[src/rtl/pwm_tmr_pkg.sv]
// Shared types and helpers for the PWM timer.
// Assumes an 8-bit default counter and a 10-bit prescaler chain.
package pwm_tmr_pkg;

    localparam int PRE_W = 10;

    typedef enum logic [1:0] {
        WM_CTC     = 2'd0,
        WM_FAST    = 2'd1,
        WM_PHASE   = 2'd2,
        WM_CTC_ALT = 2'd3
    } wave_mode_e;

    // Map a prescaler select code to the mask of low prescaler bits.
    function automatic logic [PRE_W-1:0] pre_mask(input logic [2:0] sel);
        case (sel)
            3'd2:    pre_mask = PRE_W'(7);
            3'd3:    pre_mask = PRE_W'(31);
            3'd4:    pre_mask = PRE_W'(63);
            3'd5:    pre_mask = PRE_W'(127);
            3'd6:    pre_mask = PRE_W'(255);
            3'd7:    pre_mask = PRE_W'(1023);
            default: pre_mask = '0;
        endcase
    endfunction

endpackage

[src/rtl/pwm_prescaler.sv]
// Prescaler: produces a one-cycle count enable every 1..1024 clocks.
// Assumes the division ratios are powers of two that divide 2**PRE_W.
// Select 0 holds the chain at zero and gives no enable.
module pwm_prescaler
    import pwm_tmr_pkg::*;
(
    input  logic       clk,
    input  logic       rst_n,
    input  logic [2:0] clk_sel,
    output logic       tick
);

    logic [PRE_W-1:0] pcnt_q;
    logic [PRE_W-1:0] mask;

    assign mask = pre_mask(clk_sel);
    assign tick = (clk_sel != 3'd0) && ((pcnt_q & mask) == mask);

    // Free-running divider chain, cleared while stopped.
    always_ff @(posedge clk) begin
        if (!rst_n || clk_sel == 3'd0) pcnt_q <= '0;
        else                           pcnt_q <= pcnt_q + 1'b1;
    end

endmodule

[src/rtl/pwm_counter.sv]
// Counter core: single-slope or dual-slope stepping on each enable.
// Produces the next count and direction so that the output logic can
// register in the same edge. Flags the step to BOTTOM (overflow) and the
// step that leaves TOP (compare buffer load point).
module pwm_counter
    import pwm_tmr_pkg::*;
#(
    parameter int CNT_W = 8
) (
    input  logic             clk,
    input  logic             rst_n,
    input  logic             tick,
    input  wave_mode_e       mode,
    input  logic             top_sel,
    input  logic [CNT_W-1:0] cmp_a_act,
    output logic [CNT_W-1:0] cnt_q,
    output logic [CNT_W-1:0] cnt_nxt,
    output logic             up_nxt,
    output logic             ovf_evt,
    output logic             load_evt
);

    logic             up_q;
    logic [CNT_W-1:0] top;

    // Select TOP: full scale in PWM modes unless compare A is chosen.
    always_comb begin
        if ((mode == WM_FAST || mode == WM_PHASE) && !top_sel) top = '1;
        else                                                 top = cmp_a_act;
    end

    // Next-state stepping for both slope styles.
    always_comb begin
        cnt_nxt  = cnt_q;
        up_nxt   = (mode == WM_PHASE) ? up_q : 1'b1;
        ovf_evt  = 1'b0;
        load_evt = 1'b0;
        if (tick) begin
            if (mode == WM_PHASE) begin
                if (up_q) begin
                    if (cnt_q >= top) begin
                        cnt_nxt  = (cnt_q == '0) ? '0 : cnt_q - 1'b1;
                        up_nxt   = 1'b0;
                        load_evt = 1'b1;
                    end else begin
                        cnt_nxt = cnt_q + 1'b1;
                    end
                end else if (cnt_q == '0) begin
                    cnt_nxt = cnt_q + 1'b1;
                    up_nxt  = 1'b1;
                end else begin
                    cnt_nxt = cnt_q - 1'b1;
                    ovf_evt = (cnt_q == CNT_W'(1));
                end
            end else if (cnt_q >= top) begin
                cnt_nxt  = '0;
                ovf_evt  = 1'b1;
                load_evt = (mode == WM_FAST);
            end else begin
                cnt_nxt = cnt_q + 1'b1;
            end
        end
    end

    // Count and direction state.
    always_ff @(posedge clk) begin
        if (!rst_n) begin
            cnt_q <= '0;
            up_q  <= 1'b1;
        end else begin
            cnt_q <= cnt_nxt;
            up_q  <= up_nxt;
        end
    end

endmodule

[src/rtl/pwm_cmp_buf.sv]
// Compare register pair: a holding register that takes every write and an
// active register. The active register updates at once in clear-on-compare
// mode and on the load event in the PWM modes.
module pwm_cmp_buf #(
    parameter int CNT_W = 8
) (
    input  logic             clk,
    input  logic             rst_n,
    input  logic             wr,
    input  logic [CNT_W-1:0] wdata,
    input  logic             imm,
    input  logic             load,
    output logic [CNT_W-1:0] act_q,
    output logic [CNT_W-1:0] act_nxt
);

    logic [CNT_W-1:0] hold_q;
    logic [CNT_W-1:0] hold_nxt;

    assign hold_nxt = wr ? wdata : hold_q;

    // Choose the value the active compare will hold after this edge.
    always_comb begin
        if (imm && wr) act_nxt = wdata;
        else if (load) act_nxt = hold_nxt;
        else           act_nxt = act_q;
    end

    // Holding and active compare registers.
    always_ff @(posedge clk) begin
        if (!rst_n) begin
            hold_q <= '0;
            act_q  <= '0;
        end else begin
            hold_q <= hold_nxt;
            act_q  <= act_nxt;
        end
    end

endmodule

[src/rtl/pwm_out_unit.sv]
// One waveform output. Decides the next level from the next count, the
// next compare value and the direction of the step, so that the output
// changes on the same edge as the count. Action 0 forces the output low.
module pwm_out_unit
    import pwm_tmr_pkg::*;
#(
    parameter int CNT_W = 8
) (
    input  logic             clk,
    input  logic             rst_n,
    input  logic             tick,
    input  wave_mode_e       mode,
    input  logic [1:0]       com,
    input  logic [CNT_W-1:0] cnt_nxt,
    input  logic             up_nxt,
    input  logic [CNT_W-1:0] cmp_nxt,
    output logic             out_q
);

    logic out_nxt;
    logic match;
    logic inv;

    assign match = (cnt_nxt == cmp_nxt);
    assign inv   = (com == 2'd3);

    // Output action per mode.
    always_comb begin
        out_nxt = out_q;
        if (com == 2'd0) begin
            out_nxt = 1'b0;
        end else if (tick) begin
            if (com == 2'd1) begin
                if (match) out_nxt = ~out_q;
            end else begin
                case (mode)
                    WM_FAST:  out_nxt = (cnt_nxt <= cmp_nxt) ^ inv;
                    WM_PHASE: if (match) out_nxt = (~up_nxt) ^ inv;
                    default:  if (match) out_nxt = inv;
                endcase
            end
        end
    end

    // Output register.
    always_ff @(posedge clk) begin
        if (!rst_n) out_q <= 1'b0;
        else        out_q <= out_nxt;
    end

endmodule

[src/rtl/pwm_timer.sv]
// PWM timer top: prescaler, counter core, two compare channels and the
// overflow flag. Assumes inputs are synchronous to clk.
module pwm_timer
    import pwm_tmr_pkg::*;
#(
    parameter int CNT_W = 8
) (
    input  logic             clk,
    input  logic             rst_n,
    input  logic [2:0]       clk_sel,
    input  logic [1:0]       wave_mode,
    input  logic             top_sel,
    input  logic             cmp_a_wr,
    input  logic             cmp_b_wr,
    input  logic [CNT_W-1:0] cmp_wdata,
    input  logic [1:0]       com_a,
    input  logic [1:0]       com_b,
    input  logic             ovf_ie,
    input  logic             ovf_clr,
    output logic [CNT_W-1:0] count,
    output logic             out_a,
    output logic             out_b,
    output logic             ovf_flag,
    output logic             irq
);

    localparam int N_CH = 2;

    wave_mode_e       mode;
    logic             tick;
    logic [CNT_W-1:0] cnt_nxt;
    logic             up_nxt;
    logic             ovf_evt;
    logic             load_evt;
    logic             imm;
    logic [N_CH-1:0]  ch_wr;
    logic [1:0]       ch_com [N_CH];
    logic [CNT_W-1:0] cmp_act [N_CH];
    logic [CNT_W-1:0] cmp_nxt [N_CH];
    logic [N_CH-1:0]  ch_out;
    logic             flag_q;

    assign mode      = wave_mode_e'(wave_mode);
    assign imm       = (mode == WM_CTC) || (mode == WM_CTC_ALT);
    assign ch_wr     = {cmp_b_wr, cmp_a_wr};
    assign ch_com[0] = com_a;
    assign ch_com[1] = com_b;

    pwm_prescaler u_pre (
        .clk     (clk),
        .rst_n   (rst_n),
        .clk_sel (clk_sel),
        .tick    (tick)
    );

    pwm_counter #(.CNT_W(CNT_W)) u_cnt (
        .clk       (clk),
        .rst_n     (rst_n),
        .tick      (tick),
        .mode      (mode),
        .top_sel   (top_sel),
        .cmp_a_act (cmp_act[0]),
        .cnt_q     (count),
        .cnt_nxt   (cnt_nxt),
        .up_nxt    (up_nxt),
        .ovf_evt   (ovf_evt),
        .load_evt  (load_evt)
    );

    for (genvar ch = 0; ch < N_CH; ch++) begin : g_ch
        pwm_cmp_buf #(.CNT_W(CNT_W)) u_buf (
            .clk     (clk),
            .rst_n   (rst_n),
            .wr      (ch_wr[ch]),
            .wdata   (cmp_wdata),
            .imm     (imm),
            .load    (load_evt),
            .act_q   (cmp_act[ch]),
            .act_nxt (cmp_nxt[ch])
        );

        pwm_out_unit #(.CNT_W(CNT_W)) u_out (
            .clk     (clk),
            .rst_n   (rst_n),
            .tick    (tick),
            .mode    (mode),
            .com     (ch_com[ch]),
            .cnt_nxt (cnt_nxt),
            .up_nxt  (up_nxt),
            .cmp_nxt (cmp_nxt[ch]),
            .out_q   (ch_out[ch])
        );
    end

    // Overflow flag: a set on reaching BOTTOM wins over a host clear.
    always_ff @(posedge clk) begin
        if (!rst_n)              flag_q <= 1'b0;
        else if (tick && ovf_evt) flag_q <= 1'b1;
        else if (ovf_clr)        flag_q <= 1'b0;
    end

    assign out_a    = ch_out[0];
    assign out_b    = ch_out[1];
    assign ovf_flag = flag_q;
    assign irq      = flag_q & ovf_ie;

endmodule

[config.mk]
export PLATFORM = sky130hd
export DESIGN_NAME = pwm_timer
export DESIGN_NICKNAME = d
export VERILOG_FILES = /design/src/rtl/pwm_tmr_pkg.sv /design/src/rtl/pwm_prescaler.sv /design/src/rtl/pwm_counter.sv /design/src/rtl/pwm_cmp_buf.sv /design/src/rtl/pwm_out_unit.sv /design/src/rtl/pwm_timer.sv
export SDC_FILE = /design/constraint.sdc
export NUM_CORES = 1
export LEC_CHECK = 0
export ABC_AREA = 1
export CORE_UTILIZATION = 25
export DETAILED_ROUTE_END_ITERATION = 6
export MAX_ROUTING_LAYER = met4
export PLACE_DENSITY = 0.47
export SYNTH_ARGS = -nofsm -noshare
export SYNTH_HDL_FRONTEND = slang
export SYNTH_HIERARCHICAL = 1
export SYNTH_SLANG_ARGS = --single-unit
[constraint.sdc]
create_clock -name clk -period 5.1 [get_ports clk]
set_input_delay 0.765 -clock clk [delete_from_list [all_inputs] [get_ports clk]]
set_output_delay 0.765 -clock clk [all_outputs]
set_load 0.05 [all_outputs]
==> flow_summary.json <==
{
  "ant_nets": 0,
  "kind_of_start_point_of_the_critical_path": "input port",
  "rsz0062_at_grt": "no",
  "design.core.area_um2": 15300,
  "leakagePower_nw": 2.20,
  "grt_antenna_before_repair": 0,
  "timing.final.hold_violations": 0,
  "slew-limit-headroom_pct": 62.5,
  "post_drt_wl_per_cell_um": 12.0,
  "place_hpwl_um": 7940,
  "hold_class": "reg -> reg",
  "first_iter_violations": 175,
  "routabilityCongestion": 0.830,
  "grt_pass1_vias": 3455,
  "area_growth_syn_to_layout_pct": 16.6,
  "hold_ws_ns": 0.471,
  "buffer_ports.inserted": 35,
  "first_pass_grt_wire_length_um": 16400,
  "period_share_pct": 91.1,
  "postSynthCellCount": 599,
  "slew_violations": 0,
  "outcome": "completed",
  "gr-total-overflow": 0,
  "synth_cell_type_count": 35,
  "synth_top_cells_by_count": "sky130_fd_sc_hd__nand2_1, sky130_fd_sc_hd__nor2_1, sky130_fd_sc_hd__inv_1",
  "totalWireLength_um": 10100,
  "fillers": 1694,
  "clock-sinks": 54,
  "top_level_ports": 36,
  "final_cell_count_no_fill": 843,
  "synth.top_cells.by_area": "sky130_fd_sc_hd__dfxtp_1, sky130_fd_sc_hd__nand2_1, sky130_fd_sc_hd__ha_1",
  "finClkSkew_ns": 0.00819,
  "detail_route.first_pass.iterations": 4,
  "num_vias": 3733,
  "dieHeight_um": 127,
  "post-synth-top-count-cell": "sky130_fd_sc_hd__nand2_1",
  "cts_resized": 0,
  "maxCapViolCount": 0,
  "drc_errors": 0,
  "clk_path_buf_depth": 2,
  "number_of_flip_flops_and_latches_in_the_synthesized_netlist": 54,
  "cts.reportedPaths.clkPinSlew_ns": 0.07,
  "clk_latency_ns": 0.30,
  "warning_count_from_the_yosys_run": 6,
  "synth_nets": 658,
  "timing.critical_path.slowest_cell_delay_ns": 0.49,
  "crit_arrival_ns": 4.84,
  "totalNegativeSetupSlack_ns": 0,
  "worstSetupPathType": "in -> reg",
  "synth.largest_area_cell": "sky130_fd_sc_hd__dfxtp_1",
  "cellPowerDensity_nw_per_um2": 223,
  "synth_seq_area_share_pct": 27.5,
  "critical_path_required_time_ns": 5.29,
  "synth-main-ff-cell": "sky130_fd_sc_hd__dfxtp_1",
  "fmax_mhz": 215,
  "synthDominantCellAreaShare_pct": 27.5,
  "nets": 690,
  "h-tree-depth": 2,
  "vias_per_cell": 4.43,
  "floorplan.die.width_um": 127,
  "number_of_setup_violations_in_the_final_report": 0,
  "synthArstFlopShare_pct": 0,
  "max_slew.worst_pin.slew_ns": 0.562,
  "clock_tree.root_cell": "sky130_fd_sc_hd__clkbuf_16",
  "floorplan.rows": 45,
  "worst_path_max_delay_cell": "sky130_fd_sc_hd__clkdlybuf4s50_1",
  "tritoncts": "built",
  "insertedDiodeCount": 0,
  "vdd_ir_drop_max_v": 0.000110,
  "cts_post_setup_buffers_inserted": 0,
  "drive_above_1_share_pct": 8.86,
  "place_inst": 835,
  "endpoint_kind": "flip-flop",
  "crit_fanout": 32,
  "grtUsageTotal_pct": 13.2,
  "synth_enable_flop_cells": 0,
  "synthesis.area_um2": 3930,
  "avgSynthCellArea_um2": 6.56,
  "post_cts_hold_buffer_count": 0,
  "total_clock_buffers_created_by_cts": 5,
  "initial_util_pct": 25.8,
  "grt_max_degree": 33,
  "die-area_um2": 16200,
  "timing.final.crit_period_ns": 4.64
}
==> worst max-delay path, delay by kind of cell <==
kind	cells	cell delay, ns
buffers and inverters	5	0.98
adders and majority gates	3	0.91
AOI/OAI and AO/OA	1	0.11
and+or+nand+nor	19	2.08
==> layout make-up <==
cell class | count | area [um^2] | share of cell area (%)
clock inverter | 3 | 18.8 | 0.409
inverter | 76 | 290 | 6.33
sequential | 54 | 1080 | 23.6
clock buffer | 5 | 125 | 2.73
timing repair buffer | 39 | 380 | 8.29
tap | 211 | 264 | 5.76
multi-input combinational | 455 | 2430 | 52.9
==> worst paths after layout <==
check / from / end / slack (ns) / cells after the start
max reg2reg: u_cnt/cnt_q[0] / g_ch[0].u_out/out_q / 1.60 / 24
min reg2reg: g_ch[1].u_buf/hold_q[6] / g_ch[1].u_buf/hold_q[6] / 0.47 / 2
min: g_ch[1].u_buf/hold_q[6] / g_ch[1].u_buf/hold_q[6] / 0.47 / 2
max: wave_mode[0] / g_ch[0].u_out/out_q / 0.46 / 28
==> cells by family (layout without fill, tap and decap cells) <==
kind of cell / count (synthesis) / count (layout) / synth area share [%]
AND/OR/NAND/NOR: 334 / 334 / 37.0
XOR/XNOR: 12 / 12 / 2.67
buffers and inverters: 90 / 123 / 10.8
AO/OA/AOI/OAI: 74 / 74 / 10.9
flip-flops: 54 / 54 / 27.5
adder cells (fa/ha/maj): 35 / 35 / 11.1
==> stage by stage <==
step | setup WS, ns | utilization [%] | power, W | instance area, um^2
finish | 0.455 | 30.1 | 0.00102 | 4590
global route | 0.0290 | 30.1 | 0.00108 | 4590
CTS | 0.457 | 30.1 | 0.00104 | 4590
detailed placement | 0.139 | 29.1 | 0.000681 | 4440
global placement | 0.236 | 29.1 | 0.000678 | 4440
floorplan | 1.24 | - | 0.000618 | 3930
==> power by group <==
group	internal [W]	switching, W	leakage, nW	total [W]
clock network	0.000183	0.000169	0.0740	0.000351
registers	0.000439	0.00000983	0.441	0.000448
logic	0.0000835	0.000138	1.68	0.000221
==> per-layer routing <==
layer  track usage [%]  share of wire, %  vias up
met5                 -                 0        -
met4              3.43              0.86        0
met3              2.60               2.8        9
met2              22.6                49       39
met1              15.8                47     1719
li1                  -                 -     1966
==> flip-flops by register name (all words and copies together), names as in the netlist <==
register,cells
g_ch.u_out/out_q,2
ovf_flag,1
g_ch.u_buf/hold_q,16
u_pre/pcnt_q,10
u_cnt/up_q,1
u_cnt/cnt_q,8
g_ch.u_buf/act_q,16
==> cells in the final DEF, fill, tap and decap left out, drive strengths merged, types with 2 or more instances in the layout <==
master,count
nand2,192
nor2,87
inv,77
a21oi,59
dfxtp,54
nand3,46
ha,35
clkdlybuf4s50,35
xor2,10
o21ai,6
clkbuf,5
buf,4
nand4,4
nand3b,3
a21o,3
xnor2,2
clkinv,2
o221ai,2
o2111ai,2
Note: power is estimated with default switching activity, not from simulation.
